**config.mk**
```make
export PLATFORM = sky130hd
export DESIGN_NAME = fpgacfg_spi_loader
export DESIGN_NICKNAME = d
export VERILOG_FILES = /design/src/rtl/fcfg_pkg.sv /design/src/rtl/fcfg_spi_byte.sv /design/src/rtl/fcfg_wait_timer.sv /design/src/rtl/fpgacfg_spi_loader.sv
export SDC_FILE = /design/constraint.sdc
export NUM_CORES = 1
export LEC_CHECK = 0
export BUFFER_PORTS_ARGS = -buffer_cell sky130_fd_sc_hd__buf_2
export CORE_MARGIN = 3
export CORE_UTILIZATION = 50
export DETAILED_ROUTE_END_ITERATION = 7
export HOLD_SLACK_MARGIN = 0.03
export PLACE_DENSITY = 0.73
export SLEW_MARGIN = 25
export SYNTH_ARGS = -nofsm -noshare
export SYNTH_HDL_FRONTEND = slang
export SYNTH_SLANG_ARGS = --single-unit
```
**constraint.sdc**
```tcl
create_clock -name clk -period 4.2 [get_ports clk]
set_input_delay 0.63 -clock clk [delete_from_list [all_inputs] [get_ports clk]]
set_output_delay 0.63 -clock clk [all_outputs]
set_load 0.05 [all_outputs]
```
**src/rtl/fcfg_pkg.sv**
```systemverilog
package fcfg_pkg;
  typedef enum logic [3:0] {
    ST_ID, ST_STAT0, ST_REFRESH, ST_WEN, ST_CLEAR,
    ST_POLL, ST_BURST, ST_WDIS, ST_STATF
  } step_t;

  typedef enum logic [2:0] {
    PH_IDLE, PH_SEND, PH_SHIFT, PH_GAP, PH_WAIT
  } phase_t;

  localparam logic [2:0] ERR_NONE = 3'd0;
  localparam logic [2:0] ERR_LEN  = 3'd1;
  localparam logic [2:0] ERR_ID   = 3'd2;
  localparam logic [2:0] ERR_TMO  = 3'd3;
  localparam logic [2:0] ERR_DONE = 3'd4;

  localparam logic [31:0] TARGET_ID_A = 32'hC208_8080;
  localparam logic [31:0] TARGET_ID_B = 32'hC204_8080;
  localparam logic [31:0] WORD_ERASED = 32'h0001_0000;
  localparam logic [31:0] MASK_DONE   = 32'h0000_4000;

  function automatic logic [7:0] opcode_of(step_t s);
    case (s)
      ST_ID:      return 8'h07;
      ST_REFRESH: return 8'h71;
      ST_WEN:     return 8'h4A;
      ST_CLEAR:   return 8'h70;
      ST_BURST:   return 8'h41;
      ST_WDIS:    return 8'h4F;
      default:    return 8'h09;
    endcase
  endfunction

  function automatic logic is_read(step_t s);
    return (s == ST_ID) || (s == ST_STAT0) || (s == ST_POLL) || (s == ST_STATF);
  endfunction
endpackage

```
**src/rtl/fcfg_spi_byte.sv**
```systemverilog
module fcfg_spi_byte #(
  parameter int CLK_DIV = 2
) (
  input  logic       clk,
  input  logic       rst_n,
  input  logic       go,
  input  logic [7:0] tx,
  input  logic       miso,
  output logic       sclk,
  output logic       mosi,
  output logic [7:0] rx,
  output logic       done
);
  localparam int DW = (CLK_DIV > 1) ? $clog2(CLK_DIV) : 1;
  localparam logic [DW-1:0] DIV_LAST = DW'(CLK_DIV - 1);

  logic          active;
  logic [DW-1:0] div_cnt;
  logic [2:0]    bit_cnt;
  logic [7:0]    sh;

  assign mosi = sh[7];

  always_ff @(posedge clk or negedge rst_n) begin
    if (!rst_n) begin
      active  <= 1'b0;
      div_cnt <= '0;
      bit_cnt <= '0;
      sh      <= '0;
      rx      <= '0;
      sclk    <= 1'b0;
      done    <= 1'b0;
    end else begin
      done <= 1'b0;
      if (go && !active) begin
        active  <= 1'b1;
        sh      <= tx;
        sclk    <= 1'b0;
        div_cnt <= '0;
        bit_cnt <= '0;
      end else if (active) begin
        if (div_cnt == DIV_LAST) begin
          div_cnt <= '0;
          if (!sclk) begin
            sclk <= 1'b1;
            rx   <= {rx[6:0], miso};
          end else begin
            sclk <= 1'b0;
            if (bit_cnt == 3'd7) begin
              active <= 1'b0;
              done   <= 1'b1;
            end else begin
              bit_cnt <= bit_cnt + 3'd1;
              sh      <= {sh[6:0], 1'b0};
            end
          end
        end else begin
          div_cnt <= div_cnt + DW'(1);
        end
      end
    end
  end
endmodule

```
**src/rtl/fcfg_wait_timer.sv**
```systemverilog
module fcfg_wait_timer #(
  parameter int W = 8
) (
  input  logic         clk,
  input  logic         rst_n,
  input  logic         load,
  input  logic [W-1:0] val,
  output logic         zero
);
  logic [W-1:0] cnt;

  assign zero = (cnt == '0);

  always_ff @(posedge clk or negedge rst_n) begin
    if (!rst_n)        cnt <= '0;
    else if (load)     cnt <= val;
    else if (cnt != '0) cnt <= cnt - W'(1);
  end
endmodule

```
**src/rtl/fpgacfg_spi_loader.sv**
```systemverilog
module fpgacfg_spi_loader
  import fcfg_pkg::*;
#(
  parameter int CLK_DIV     = 2,
  parameter int LEN_W       = 16,
  parameter int POLL_CYCLES = 500000,
  parameter int MAX_POLLS   = 500
) (
  input  logic             clk,
  input  logic             rst_n,
  input  logic             start,
  input  logic [LEN_W-1:0] bs_len,
  input  logic             bs_valid,
  input  logic [7:0]       bs_data,
  output logic             bs_ready,
  output logic             sclk,
  output logic             cs_n,
  output logic             mosi,
  input  logic             miso,
  output logic             busy,
  output logic             done_ok,
  output logic [2:0]       err_code
);
  localparam int IW      = LEN_W + 1;
  localparam int GAP_CYC = 2 * CLK_DIV;
  localparam int TMAX    = (POLL_CYCLES > GAP_CYC) ? POLL_CYCLES : GAP_CYC;
  localparam int TW      = $clog2(TMAX + 1);
  localparam int PW      = $clog2(MAX_POLLS + 1);

  phase_t           phase;
  step_t            step;
  logic [IW-1:0]    idx, flen, len_q;
  logic [31:0]      word;
  logic [PW-1:0]    polls;
  logic [7:0]       tx_byte, rx_byte;
  logic             eng_go, eng_done, payload_ph, last_byte;
  logic             tmr_zero, load_gap, load_poll, tmr_load, poll_miss;
  logic [TW-1:0]    tmr_val;

  always_comb begin
    payload_ph = (step == ST_BURST) && (idx >= IW'(4)) && (idx < len_q + IW'(4));
    if (step == ST_BURST)      flen = len_q + IW'(8);
    else if (is_read(step))    flen = IW'(8);
    else                       flen = IW'(4);
    if (idx == '0)             tx_byte = opcode_of(step);
    else if (step == ST_BURST && idx < IW'(4)) tx_byte = 8'hFF;
    else if (payload_ph)       tx_byte = bs_data;
    else                       tx_byte = 8'h00;
  end

  assign bs_ready  = (phase == PH_SEND) && payload_ph;
  assign eng_go    = (phase == PH_SEND) && (!payload_ph || bs_valid);
  assign last_byte = (idx == flen - IW'(1));
  assign poll_miss = (word != WORD_ERASED);
  assign load_gap  = (phase == PH_SHIFT) && eng_done && last_byte;
  assign load_poll = (phase == PH_GAP) && tmr_zero && (step == ST_POLL) && poll_miss
                     && (polls != PW'(MAX_POLLS - 1));
  assign tmr_load  = load_gap || load_poll;
  assign tmr_val   = load_poll ? TW'(POLL_CYCLES) : TW'(GAP_CYC);
  assign busy      = (phase != PH_IDLE);

  fcfg_spi_byte #(.CLK_DIV(CLK_DIV)) u_eng (
    .clk(clk), .rst_n(rst_n), .go(eng_go), .tx(tx_byte), .miso(miso),
    .sclk(sclk), .mosi(mosi), .rx(rx_byte), .done(eng_done)
  );

  fcfg_wait_timer #(.W(TW)) u_tmr (
    .clk(clk), .rst_n(rst_n), .load(tmr_load), .val(tmr_val), .zero(tmr_zero)
  );

  always_ff @(posedge clk or negedge rst_n) begin
    if (!rst_n) begin
      phase    <= PH_IDLE;
      step     <= ST_ID;
      idx      <= '0;
      len_q    <= '0;
      word     <= '0;
      polls    <= '0;
      cs_n     <= 1'b1;
      done_ok  <= 1'b0;
      err_code <= ERR_NONE;
    end else begin
      case (phase)
        PH_IDLE: if (start) begin
          done_ok <= 1'b0;
          if (bs_len == '0) begin
            err_code <= ERR_LEN;
          end else begin
            err_code <= ERR_NONE;
            len_q    <= {1'b0, bs_len};
            step     <= ST_ID;
            idx      <= '0;
            cs_n     <= 1'b0;
            phase    <= PH_SEND;
          end
        end
        PH_SEND: if (eng_go) phase <= PH_SHIFT;
        PH_SHIFT: if (eng_done) begin
          word <= {word[23:0], rx_byte};
          if (last_byte) begin
            cs_n  <= 1'b1;
            phase <= PH_GAP;
          end else begin
            idx   <= idx + IW'(1);
            phase <= PH_SEND;
          end
        end
        PH_GAP: if (tmr_zero) begin
          idx   <= '0;
          cs_n  <= 1'b0;
          phase <= PH_SEND;
          case (step)
            ST_ID:
              if (word == TARGET_ID_A || word == TARGET_ID_B) step <= ST_STAT0;
              else begin
                cs_n <= 1'b1; err_code <= ERR_ID; phase <= PH_IDLE;
              end
            ST_STAT0:   step <= ST_REFRESH;
            ST_REFRESH: step <= ST_WEN;
            ST_WEN:     step <= ST_CLEAR;
            ST_CLEAR: begin
              step  <= ST_POLL;
              polls <= '0;
            end
            ST_POLL:
              if (!poll_miss) step <= ST_BURST;
              else if (polls == PW'(MAX_POLLS - 1)) begin
                cs_n <= 1'b1; err_code <= ERR_TMO; phase <= PH_IDLE;
              end else begin
                polls <= polls + PW'(1);
                cs_n  <= 1'b1;
                phase <= PH_WAIT;
              end
            ST_BURST:   step <= ST_WDIS;
            ST_WDIS:    step <= ST_STATF;
            default: begin
              cs_n  <= 1'b1;
              phase <= PH_IDLE;
              if ((word & MASK_DONE) != '0) done_ok <= 1'b1;
              else err_code <= ERR_DONE;
            end
          endcase
        end
        PH_WAIT: if (tmr_zero) begin
          cs_n  <= 1'b0;
          phase <= PH_SEND;
        end
        default: phase <= PH_IDLE;
      endcase
    end
  end
endmodule

```
# ---- Word level (Yosys, flattened, before mapping)
# Index checks and enable logic that the tools add are counted.
dict set report totals {
  regBits 128
  output_inout_bits 9
  word_cells 208
}
dict set report classes {
  muxes 88
  order_cmp 3
  n_eq_ne 40
  reduce_logical 49
  n_bitwise 3
  n_addsub 8
}
# op count
set ops {}
lappend ops {{17-bit two-way mux} 6}
lappend ops {{32-bit == test (second input constant)} 2}
lappend ops {{8-bit two-way mux} 8}
lappend ops {{19-bit two-way mux} 3}
lappend ops {{3-bit two-way mux} 19}
lappend ops {{17-bit case mux with 3 select lines} 1}
lappend ops {{7-bit case mux with 6 select lines} 1}
lappend ops {{32-bit by 17-bit != test with 1-bit output (second input constant)} 1}
lappend ops {{4-bit case mux with 8 select lines} 1}
lappend ops {{1-bit two-way mux} 31}
lappend ops {{4-bit two-way mux} 6}
lappend ops {{2-bit != test (second input constant)} 11}
lappend ops {{19-bit zero test} 1}
lappend ops {{19-bit nonzero test} 1}
lappend ops {{19-bit by 1-bit subtractor with 19-bit output (second input constant)} 1}
lappend ops {{9-bit two-way mux} 2}
lappend ops {{3-bit case mux with 3 select lines} 2}
lappend ops {{9-bit case mux with 2 select lines} 1}
lappend ops {{16-bit by 3-bit adder with 17-bit output (second input constant)} 1}
lappend ops {{16-bit by 4-bit adder with 17-bit output (second input constant)} 1}
lappend ops {{17-bit by 1-bit adder with 17-bit output (second input constant)} 1}
lappend ops {{17-bit == test} 1}
lappend ops {{17-bit by 3-bit >= comparator with 1-bit output (second input constant)} 1}
lappend ops {{17-bit zero test} 1}
lappend ops {{46 further kinds} 87}

# ---- Depth between registers and ports, before layout
dict set report depth {
  ltp_word 11
  depth_mapped 18
  mapped_depth_nobuf 15
}

# ---- Hierarchy
# From an unflattened synthesis, not the netlist that was laid out.
dict set report unflattened {
  cells_unflattened 909
  area_unflattened_um2 8388.0
}
# module cells_each area_each_um2 seq_area_each_um2 instances
set modules_own_cells {}
lappend modules_own_cells {fpgacfg_spi_loader 705 6271.0 2153.3 1}
lappend modules_own_cells {fcfg_wait_timer 127 1117.3 475.5 1}
lappend modules_own_cells {fcfg_spi_byte 77 999.7 575.6 1}

# ---- Worst setup path before layout
# OpenSTA, ideal clock, no wires.
dict set report synth_path {
  kind {register to output}
  startpoint {register len_q[3]}
  endpoint {output port bs_ready}
  setup_slack_ns -0.143
  arrival_ns 3.713
  path_buffers 2
  required_ns 3.570
  stages_incl_launch_ff 16
  cell_sequence {dfrtp_1 ha_1 clkbuf_1 nand4_1 clkbuf_1 nor3_1 nand2_1 nor2_1 xnor2_1 ha_1 a21oi_1 o21ai_0 nor3_1 o211a_1 o21ai_1 nor3_1}
}
dict set report synth_between {
  elab_chain_cells 4
}
# element line
set synth_rtl {}
lappend synth_rtl {{start: declaration} fpgacfg_spi_loader.sv:32} ;# logic [IW-1:0] idx, flen, len_q;
lappend synth_rtl {{start signal: assignment} fpgacfg_spi_loader.sv:90} ;# len_q <= {1'b0, bs_len};
lappend synth_rtl {{16-bit by 3-bit adder with 17-bit output} fpgacfg_spi_loader.sv:41} ;# payload_ph = (step == ST_BURST) && (idx >= IW'(4)) && (idx < len_q + IW'(4));
lappend synth_rtl {{17-bit < comparator} fpgacfg_spi_loader.sv:41}
lappend synth_rtl {{1-bit logical AND} fpgacfg_spi_loader.sv:41}
lappend synth_rtl {{1-bit logical AND} fpgacfg_spi_loader.sv:51} ;# assign bs_ready = (phase == PH_SEND) && payload_ph;
lappend synth_rtl {{end: declaration} fpgacfg_spi_loader.sv:15} ;# output logic bs_ready,
# Every way passes these cells.

# ---- Final worst setup path
# Same ends and word-level chain as after synthesis.

==> run metrics <==
outcome finished clean; # setup viols final 0; mean area per synthesized cell 9.41 sq um; share of async-settable or async-resettable flops after synthesis 1.00; core area 0.0153 sq mm; CP startpoint kind flip-flop; WP data required 3.57 ns; DP HPWL 12.8 mm; fmax 255 MHz; switching share of power 0.227; CTS tree yes; Rel. slew slack 0.407; TNS Setup 0 ns; sequential-to-total area share from yosys stat 0.406; worst slack, placed 0.404 ns; VDD IR max 0.261 mV; Comb power frac 0.019; total nets after synthesis 893; Layout Utilization 0.586; Sw Pwr 0.632 mW; H-tree Lvls 4; critical path fanouts, max 9; top-area cell type share of the netlist area 0.402; Num CTS Buffers 17; I/O Pins 38; layout cells sized above 1 0.195; GRT overflow 0; ys flop type dfrtp_1; RePlAce Congestion 0.881; RSZ-0062 raised after global routing false; Hold WC Path Type in -> async; synth warn 0; initial DRC count 585; Final Instance Area 0.00897 sq mm; first-pass GRT wire length 30.6 mm; sequential group share of total power 0.448; final WL 18.0 mm; P_int 2.15 mW; synth unique cells 73; # port buffers 37; setup ws final 0.277 ns; routed len/inst 16.5 um; Starting Density 0.516; flops & latches, synth 128; Placed Area 0.00833 sq mm; number of synthesized flops with an enable pin 0; Period Utilization, post-route 0.934; via-per-instance ratio 5.87; Residual DRC 0; Post-DRT Antenna Nets 0; power share of the clock group 0.533; critical path type reg -> out; Initial DRT Pass Iterations 7; Yosys top cell by area dfrtp_1; vias in the first global route 6233; Pleak 4.04 nW; Worst-Margin Slew 0.890 ns; Layout area overhead 13.5%; Final Max Slew Viols 0; clock-pin transition on the worst setup and hold timing paths 0.06 ns; initial antenna violation count 0; Setup crit end kind output port; row count 45; Max Root-Sink Buffers 2; Die Area 0.0173 sq mm; largest net degree at the start of global routing 73; Final nets 924; Hold-fix buffers, CTS 0; max cap viols 0; Worst-Skew Late Latency 0.42 ns; CTS root buffer clkbuf_16; TritonCTS Sinks 128; Cells after Synth 839; min cycle time layout 3.92 ns; Fin. Hold Viols 0; GRT Util Overall 0.213; final clock skew 0.00735 ns; Via Count 6421; Die Width 132 um; diodes inserted 0; synthesized cell area 0.00790 sq mm; die span in y 132 um; CP arrival 3.29 ns; Synth area leaders dfrtp_1 40%, mux2_2 8.4%, xnor2_1 4.1%, ha_1 4.0%, xor2_1 3.2%; Pwr per Cell Area 311 mW/mm^2
area by class of cell:
type | instances | area, sq um
clock buffers | 18 | 429
clock inverters | 14 | 169
fillers | 1362 | 6350
inverters | 36 | 135
multi-input cells | 632 | 4430
flip-flops and latches | 128 | 3210
well taps | 211 | 264
repair buffers | 55 | 338
cells in the mapped netlist, types with 3 or more instances:
| cell | n |
|---|---|
| clkbuf_1 | 30 |
| o21a_1 | 4 |
| buf_2 | 9 |
| nor3_1 | 26 |
| nand2_1 | 54 |
| o31ai_1 | 6 |
| mux2i_1 | 11 |
| nor4_1 | 25 |
| a21oi_1 | 47 |
| a211oi_1 | 3 |
| nand4_1 | 23 |
| o211ai_1 | 9 |
| nor2_1 | 61 |
| a31oi_1 | 5 |
| xor2_1 | 29 |
| o21ai_0 | 43 |
| inv_1 | 36 |
| and3_1 | 8 |
| or2_2 | 5 |
| nand2b_1 | 13 |
| o22ai_1 | 4 |
| a21o_1 | 9 |
| or4_1 | 10 |
| dfrtp_1 | 127 |
| nor2b_1 | 5 |
| nand3_1 | 30 |
| or3_1 | 20 |
| xnor2_1 | 37 |
| nand3b_1 | 5 |
| and2_1 | 4 |
| mux2_2 | 59 |
| ha_1 | 25 |
through the flow:
stage / power, mW / hold WS, ns / instances
2_1_floorplan: 1.28 / 0.334 / 839
3_3_place_gp: 1.33 / 0.466 / 1061
3_5_place_dp: 1.33 / 0.470 / 1061
4_1_cts: 2.82 / 0.370 / 1094
5_1_grt: 2.89 / 0.409 / 1094
6_report: 2.79 / 0.346 / 1094
layout by cell type, fill, tap and decap left out, types with 28 or more instances in the layout:
master	count
dfrtp_1	125
o21ai_0	43
inv_1	36
mux2_2	59
buf_2	35
xor2_1	28
nor2_1	60
nand2_1	54
a21oi_1	47
xnor2_1	37
nand3_1	29
path summary, 6_finish.rpt:
kind                                  start          end  slack, ns  cells after the start
worst max register to register     len_q[4]      idx[15]       0.51                     13
min in group clk                       miso  u_eng.rx[0]       0.44                      2
worst min-delay path                  rst_n     polls[7]       0.35                      1
worst min register to register  u_eng.sh[4]  u_eng.sh[5]       0.49                      2
max in group asynchronous             rst_n         cs_n       3.02                      2
worst max-delay path               len_q[3]     bs_ready       0.28                     13
flip-flops by register name, summed over array words and instances (netlist names), 4 cells and up:
register / count
step: 4
len_q: 16
word: 32
u_tmr.cnt: 19
u_eng.rx: 8
u_eng.sh: 8
polls: 9
idx: 17
power by group through the flow:
stage / clock, mW / sequential, mW / combinational, mW
2_1_floorplan: 0 / 1.27 / 0.0119
3_3_place_gp: 0 / 1.27 / 0.0562
3_5_place_dp: 0 / 1.27 / 0.0565
4_1_cts: 1.51 / 1.25 / 0.0565
5_1_grt: 1.57 / 1.25 / 0.0629
6_report: 1.48 / 1.25 / 0.0542
worst max-delay path, stage by stage (launching register included):
cell	delay [ns]
dfrtp_2	0.45
ha_1	0.22
nand3_1	0.14
nor2_2	0.17
nand3_2	0.16
xor2_2	0.20
ha_1	0.31
a21o_1	0.16
a21o_1	0.17
a21oi_1	0.15
o211a_1	0.16
o21ai_1	0.13
nor3_2	0.21
buf_4	0.24
kinds of logic (layout without fill, tap and decap cells):
kind of cell	after synthesis	in the layout	share of synthesized area
DFF	128	128	0.406
buffers and inverters	79	123	0.0396
adders and majority gates	25	25	0.0396
and+or+nand+nor	308	308	0.210
AOI/OAI and AO/OA	163	163	0.134
muxes	70	70	0.0981
xor gates and xnor gates	66	66	0.0732
timing repair:
action	CTS	global route
setup buffers	1	0
endpoints found under the setup margin	1	1
gates cloned	0	0
gates resized for setup	0	9
metal layers:
metal,global-route usage,wire [um]
met2,0.349,8880
met3,0.0525,772
met4,0.0729,308
met5,0,0
met1,0.277,8070
(Power assumes the default switching activity.)
